**config.mk**
```make
export PLATFORM = sky130hd
export DESIGN_NAME = db_writer
export DESIGN_NICKNAME = d
export VERILOG_FILES = /design/src/rtl/db_pkg.sv /design/src/rtl/db_decode.sv /design/src/rtl/db_port.sv /design/src/rtl/db_writer.sv
export SDC_FILE = /design/constraint.sdc
export NUM_CORES = 1
export LEC_CHECK = 0
export BUFFER_PORTS_ARGS = -buffer_cell sky130_fd_sc_hd__buf_2
export CAP_MARGIN = 5
export CELL_PAD_IN_SITES_DETAIL_PLACEMENT = 1
export CELL_PAD_IN_SITES_GLOBAL_PLACEMENT = 1
export CORE_MARGIN = 2
export CORE_UTILIZATION = 39
export DETAILED_ROUTE_END_ITERATION = 16
export HOLD_SLACK_MARGIN = 0.1
export PLACE_DENSITY_LB_ADDON = 0.1
export SLEW_MARGIN = 15
export SYNTH_ARGS = -nofsm -noshare
export SYNTH_HDL_FRONTEND = slang
export SYNTH_SLANG_ARGS = --single-unit
export TNS_END_PERCENT = 100
```
**constraint.sdc**
```tcl
create_clock -name clk_i -period 3.95 [get_ports clk_i]
set_input_delay 1.185 -clock clk_i [delete_from_list [all_inputs] [get_ports clk_i]]
set_output_delay 1.185 -clock clk_i [all_outputs]
set_load 0.01 [all_outputs]
```
**src/rtl/db_pkg.sv**
```systemverilog
package db_pkg;
  typedef enum logic [1:0] {
    SZ_WORD = 2'd0,
    SZ_HALF = 2'd1,
    SZ_BYTE = 2'd2,
    SZ_RSVD = 2'd3
  } db_size_e;

  localparam int unsigned EN_BIT = 7;
endpackage

```
**src/rtl/db_decode.sv**
```systemverilog
module db_decode
  import db_pkg::*;
#(
  parameter int unsigned DATA_W = 32,
  parameter int unsigned LANES  = DATA_W / 8,
  parameter int unsigned OFF_W  = $clog2(LANES)
) (
  input  logic [1:0]        size_i,
  input  logic [OFF_W-1:0]  off_i,
  input  logic [DATA_W-1:0] data_i,
  output logic [LANES-1:0]  strb_o,
  output logic [DATA_W-1:0] data_o,
  output logic              fault_o
);
  logic [LANES-1:0]  base_strb;
  logic              aligned;
  logic [DATA_W-1:0] byte_mask;

  always_comb begin
    base_strb = '0;
    aligned   = 1'b0;
    unique case (db_size_e'(size_i))
      SZ_WORD: begin base_strb = {LANES{1'b1}}; aligned = (off_i == '0); end
      SZ_HALF: begin base_strb = LANES'(2'b11);  aligned = ~off_i[0];     end
      SZ_BYTE: begin base_strb = LANES'(1'b1);   aligned = 1'b1;          end
      default: begin base_strb = '0;             aligned = 1'b0;          end
    endcase
  end

  // expand the unshifted strobe into a per-bit payload mask
  always_comb begin
    for (int i = 0; i < LANES; i++) byte_mask[i*8 +: 8] = {8{base_strb[i]}};
  end

  assign strb_o  = base_strb << off_i;
  assign data_o  = (data_i & byte_mask) << {off_i, 3'b000};
  assign fault_o = ~aligned;
endmodule

```
**src/rtl/db_port.sv**
```systemverilog
module db_port #(
  parameter int unsigned ADDR_W = 64,
  parameter int unsigned DATA_W = 32,
  parameter int unsigned LANES  = DATA_W / 8
) (
  input  logic              clk_i,
  input  logic              rst_ni,
  input  logic              start_i,
  input  logic              enable_i,
  input  logic              fault_i,
  input  logic [ADDR_W-1:0] addr_i,
  input  logic [DATA_W-1:0] data_i,
  input  logic [LANES-1:0]  strb_i,
  output logic              valid_o,
  input  logic              ready_i,
  output logic [ADDR_W-1:0] addr_o,
  output logic [DATA_W-1:0] data_o,
  output logic [LANES-1:0]  strb_o,
  output logic              done_o,
  output logic              err_o
);
  logic valid_q, done_q, err_q;
  logic [ADDR_W-1:0] addr_q;
  logic [DATA_W-1:0] data_q;
  logic [LANES-1:0]  strb_q;
  logic accept;

  assign accept = start_i & ~valid_q;

  always_ff @(posedge clk_i or negedge rst_ni) begin
    if (!rst_ni) begin
      valid_q <= 1'b0;
      done_q  <= 1'b0;
      err_q   <= 1'b0;
      addr_q  <= '0;
      data_q  <= '0;
      strb_q  <= '0;
    end else begin
      done_q <= 1'b0;
      err_q  <= 1'b0;
      if (valid_q) begin
        if (ready_i) begin
          valid_q <= 1'b0;
          done_q  <= 1'b1;
        end
      end else if (accept) begin
        if (!enable_i) begin
          done_q <= 1'b1;
        end else if (fault_i) begin
          done_q <= 1'b1;
          err_q  <= 1'b1;
        end else begin
          valid_q <= 1'b1;
          addr_q  <= addr_i;
          data_q  <= data_i;
          strb_q  <= strb_i;
        end
      end
    end
  end

  assign valid_o = valid_q;
  assign addr_o  = addr_q;
  assign data_o  = data_q;
  assign strb_o  = strb_q;
  assign done_o  = done_q;
  assign err_o   = err_q;

  p_hold_r7: assert property (@(posedge clk_i) disable iff (!rst_ni)
    valid_o && !ready_i |=> valid_o && $stable(addr_o) && $stable(data_o) && $stable(strb_o));

  p_done_after_hs_r8: assert property (@(posedge clk_i) disable iff (!rst_ni)
    valid_o && ready_i |=> done_o && !err_o && !valid_o);

  p_err_with_done_r3: assert property (@(posedge clk_i) disable iff (!rst_ni)
    err_o |-> done_o && !valid_o);

  p_busy_ignore_r9: assert property (@(posedge clk_i) disable iff (!rst_ni)
    valid_o && !ready_i && start_i |=> !done_o);

  p_strb_width_r2: assert property (@(posedge clk_i) disable iff (!rst_ni)
    valid_o |-> ($countones(strb_o) == 1 || $countones(strb_o) == 2 || strb_o == '1));
endmodule

```
**src/rtl/db_writer.sv**
```systemverilog
module db_writer
  import db_pkg::*;
#(
  parameter int unsigned ADDR_W = 64,
  parameter int unsigned DATA_W = 32,
  localparam int unsigned LANES = DATA_W / 8,
  localparam int unsigned OFF_W = $clog2(LANES)
) (
  input  logic              clk_i,
  input  logic              rst_ni,
  input  logic              start_i,
  input  logic [ADDR_W-1:0] addr_i,
  input  logic [7:0]        attr_i,
  input  logic [DATA_W-1:0] data_i,
  output logic              bus_valid_o,
  input  logic              bus_ready_i,
  output logic [ADDR_W-1:0] bus_addr_o,
  output logic [DATA_W-1:0] bus_data_o,
  output logic [LANES-1:0]  bus_strb_o,
  output logic              done_o,
  output logic              err_o
);
  logic [LANES-1:0]  dec_strb;
  logic [DATA_W-1:0] dec_data;
  logic              dec_fault;

  db_decode #(.DATA_W(DATA_W)) u_decode (
    .size_i (attr_i[1:0]),
    .off_i  (addr_i[OFF_W-1:0]),
    .data_i (data_i),
    .strb_o (dec_strb),
    .data_o (dec_data),
    .fault_o(dec_fault)
  );

  db_port #(.ADDR_W(ADDR_W), .DATA_W(DATA_W)) u_port (
    .clk_i   (clk_i),
    .rst_ni  (rst_ni),
    .start_i (start_i),
    .enable_i(attr_i[EN_BIT]),
    .fault_i (dec_fault),
    .addr_i  (addr_i),
    .data_i  (dec_data),
    .strb_i  (dec_strb),
    .valid_o (bus_valid_o),
    .ready_i (bus_ready_i),
    .addr_o  (bus_addr_o),
    .data_o  (bus_data_o),
    .strb_o  (bus_strb_o),
    .done_o  (done_o),
    .err_o   (err_o)
  );

  p_reset_quiet_r10: assert property (@(posedge clk_i)
    $rose(rst_ni) |-> !bus_valid_o && !done_o && !err_o);
endmodule

```
==> metrics.txt <==
P_int=2.18 mW; gpl congestion=0.731; CTS sink cnt=103; CP Max Fanout=37; nets@finish=between 600 and 700; Synth Warn #=0; Post-CTS Setup Bufs=0; leakage=roughly 3.2 nW; Compound-Gate Fraction of Synth Area=8.39%; clock root buffer=clkbuf_16; total die area=12,900 sq um; cell count after synthesis=355; critical path type=input port to flop; area delta synth->final=30.0%; final period utilization=67.3%; hpwl dp=9270 microns; Fmax achieved=376 MHz; mapped cell area=4700 sq um; setup TNS=0 ns; layout cells sized above 1=58.6%; Comb power frac=~28%; GRT Util Overall=about a fifth; first-pass GRT wire length=19,800 microns; Inserted Clock Buffers=9; Rows=40; Via density=just over 5; Clock Skew=0.00359 ns; TritonRoute pass-1 iters=4; Slew headroom=47.9%; vias=between 3,000 and 4,000; worst slew pin tran=0.782 ns; PortBufs=205; Post-Synth Adder-Cell Area=0%; post-synth cell types=36; Max Transition Viols Final=0; post-synthesis mux area share=27.3%; max-cap violation count=0; # placed instances=688; Psw=0.911 mW; initial core utilization=around 40%; vias in the first global route=3,813; commonest non-fill, non-tap cell in the layout=buf_2; Residual DRC=0; Max VDD drop=355 uV; Yosys reg bits=103; synthesized-area fraction occupied by and/or/nand/nor cells=under 10%; post-CTS resize count=0; ANT nets after route=0; Die Wd=114 microns; htree depth=3; Worst-path clk slew=0.07 ns; status=finished, final reports clean; Iter 0 DRT Violations=131; worst path arrival time=2.89 ns; XOR/XNOR share of the synthesized area=0%; clock power share=26.5%; largest net degree at the start of global routing=56; die height=~110 microns; unrepaired setup endpoints after global routing=no; CORE AREA=11,900 sq um; clock period minus final worst setup slack=2.66 ns; CTS tree=done; switching share of total power=29.5%; PnR Total Power=between 3 and 4 mW; clk buf depth=2; CP Capture Type=flop; Wirelength per Cell=17.7 microns; final std cells w/o fill=around 700; Routed WL=12,500 microns; grt ovf=0; clock latency on the worst-skew pair=0.35 ns; main combinational cell family by area after synthesis=multiplexers; Synth Area per Inst=13.2 sq um; Reg power frac=between 40% and 50%; Final Hold Viols=0; most frequent cells in the layout=buf_2 (204), dfrtp_1 (103), mux2_2 (78), mux2i_1 (24), nand2_1 (18); PD cells=506 nW/um^2; Net Count, Synth=463; worst min-delay path category=flop to flop; # hold bufs at CTS=0; CP required=4.18 ns; I/O pin count=approximately 210; CP Launch Type=input port; register area share after synthesis=a little over half; setup violators final=0; antenna violations before repair=1
==> cell usage after synthesis <==
| cell | number | area, sq um |
|---|---|---|
| dfrtp_1 | 103 | 2580 |
| mux2_2 | 78 | 878 |
| mux2i_1 | 24 | 240 |
| nand2_1 | 18 | 67.6 |
| a21oi_1 | 13 | 65.1 |
| buf_2 | 12 | 60.1 |
| o21ai_0 | 12 | 60.1 |
| mux2_4 | 11 | 165 |
| inv_1 | 10 | 37.5 |
| or2_2 | 10 | 62.6 |
| a22oi_1 | 8 | 60.1 |
| a2bb2oi_1 | 8 | 70.1 |
| o2bb2ai_1 | 8 | 70.1 |
| buf_6 | 4 | 45.0 |
| nor2_1 | 4 | 15.0 |
| buf_1 | 3 | 11.3 |
| clkbuf_1 | 3 | 11.3 |
| nand2b_1 | 3 | 18.8 |
| nor2b_1 | 3 | 18.8 |
| a31oi_1 | 2 | 12.5 |
| buf_4 | 2 | 15.0 |
| nand3_1 | 2 | 10.0 |
| a211oi_1 | 1 | 7.51 |
| a21o_1 | 1 | 7.51 |
| a22o_1 | 1 | 8.76 |
| and2_1 | 1 | 6.26 |
| and3b_1 | 1 | 8.76 |
| and3b_2 | 1 | 10.0 |
| nand3_4 | 1 | 17.5 |
| nand3b_1 | 1 | 7.51 |
| nor3b_1 | 1 | 7.51 |
| nor4_1 | 1 | 6.26 |
| o21bai_4 | 1 | 18.8 |
| o22ai_1 | 1 | 6.26 |
| o31ai_1 | 1 | 7.51 |
| or3_1 | 1 | 6.26 |
==> power by group through the flow <==
stage / clock [mW] / combinational [mW] / sequential, mW
after floorplan: 0 / 0.335 / 1.55
after global placement: 0 / 0.851 / 1.42
after detailed placement: 0 / 0.868 / 1.44
after CTS: 0.851 / 0.870 / 1.42
after global routing: 0.891 / 0.933 / 1.45
final: 0.821 / 0.853 / 1.42
==> cell families (layout without fill, tap and decap cells) <==
logic type,count (synthesis),count (layout)
muxes,113,113
DFF,103,103
AOI/OAI and AO/OA,57,57
and+or+nand+nor,48,48
buffers and inverters,34,234
other,0,1
==> critical path: stages <==
cell     delay (ns)
buf_2          0.30
nand2_1        0.23
nand3_4        0.46
buf_12         0.30
mux2_2         0.37
==> sequential cells by signal, summed over array words and instances (netlist names) <==
register	count
u_port.strb_o	4
u_port.data_o	32
u_port.valid_o	1
u_port.done_o	1
u_port.addr_o	64
u_port.err_o	1
==> routing by layer <==
metal | wire length (microns) | vias to the layer above | track usage (%)
met1 | 5040 | 1769 | 23.4
met2 | 6190 | 115 | 34.0
met4 | 96 | 0 | 4.39
met5 | 0 | - | 0
met3 | 1140 | 5 | 9.03
li1 | - | 1649 | -
==> stage by stage <==
stage | cell area, sq um | worst slack, ns | util [%] | hold WS, ns
6_report | 6110 | 1.29 | 51.5 | 0.499
5_1_grt | 6110 | 1.12 | 51.5 | 0.520
4_1_cts | 6110 | 1.28 | 51.5 | 0.504
3_5_place_dp | 5840 | 0.905 | 49.3 | 0.488
3_3_place_gp | 5840 | 0.955 | 49.3 | 0.484
2_1_floorplan | 4700 | 1.59 | - | 0.543
==> cell type report <==
type | count | area [sq um]
Clock buffer | 11 | 243
Multi-Input combinational cell | 218 | 1940
Timing Repair Buffer | 210 | 1100
Antenna cell | 1 | 2.50
Tap cell | 147 | 184
Clock inverter | 3 | 21.3
Sequential cell | 103 | 2580
Fill cell | 1308 | 5750
Inverter | 10 | 37.5
==> path summary, 6_finish.rpt <==
| kind | start | endpoint | slack, ns | cells after the start |
|---|---|---|---|---|
| worst min register to register | u_port.data_o[9] | u_port.data_o[9] | 0.50 | 1 |
| worst max-delay path | attr_i[1] | u_port.addr_o[40] | 1.29 | 5 |
| worst min-delay path | u_port.data_o[9] | u_port.data_o[9] | 0.50 | 1 |
| worst max register to register | u_port.valid_o | u_port.addr_o[40] | 1.94 | 4 |
| min in group asynchronous | rst_ni | u_port.done_o | 0.87 | 1 |
| max in group asynchronous | rst_ni | u_port.addr_o[5] | 2.34 | 2 |
Power figures use the tool's default switching activity.
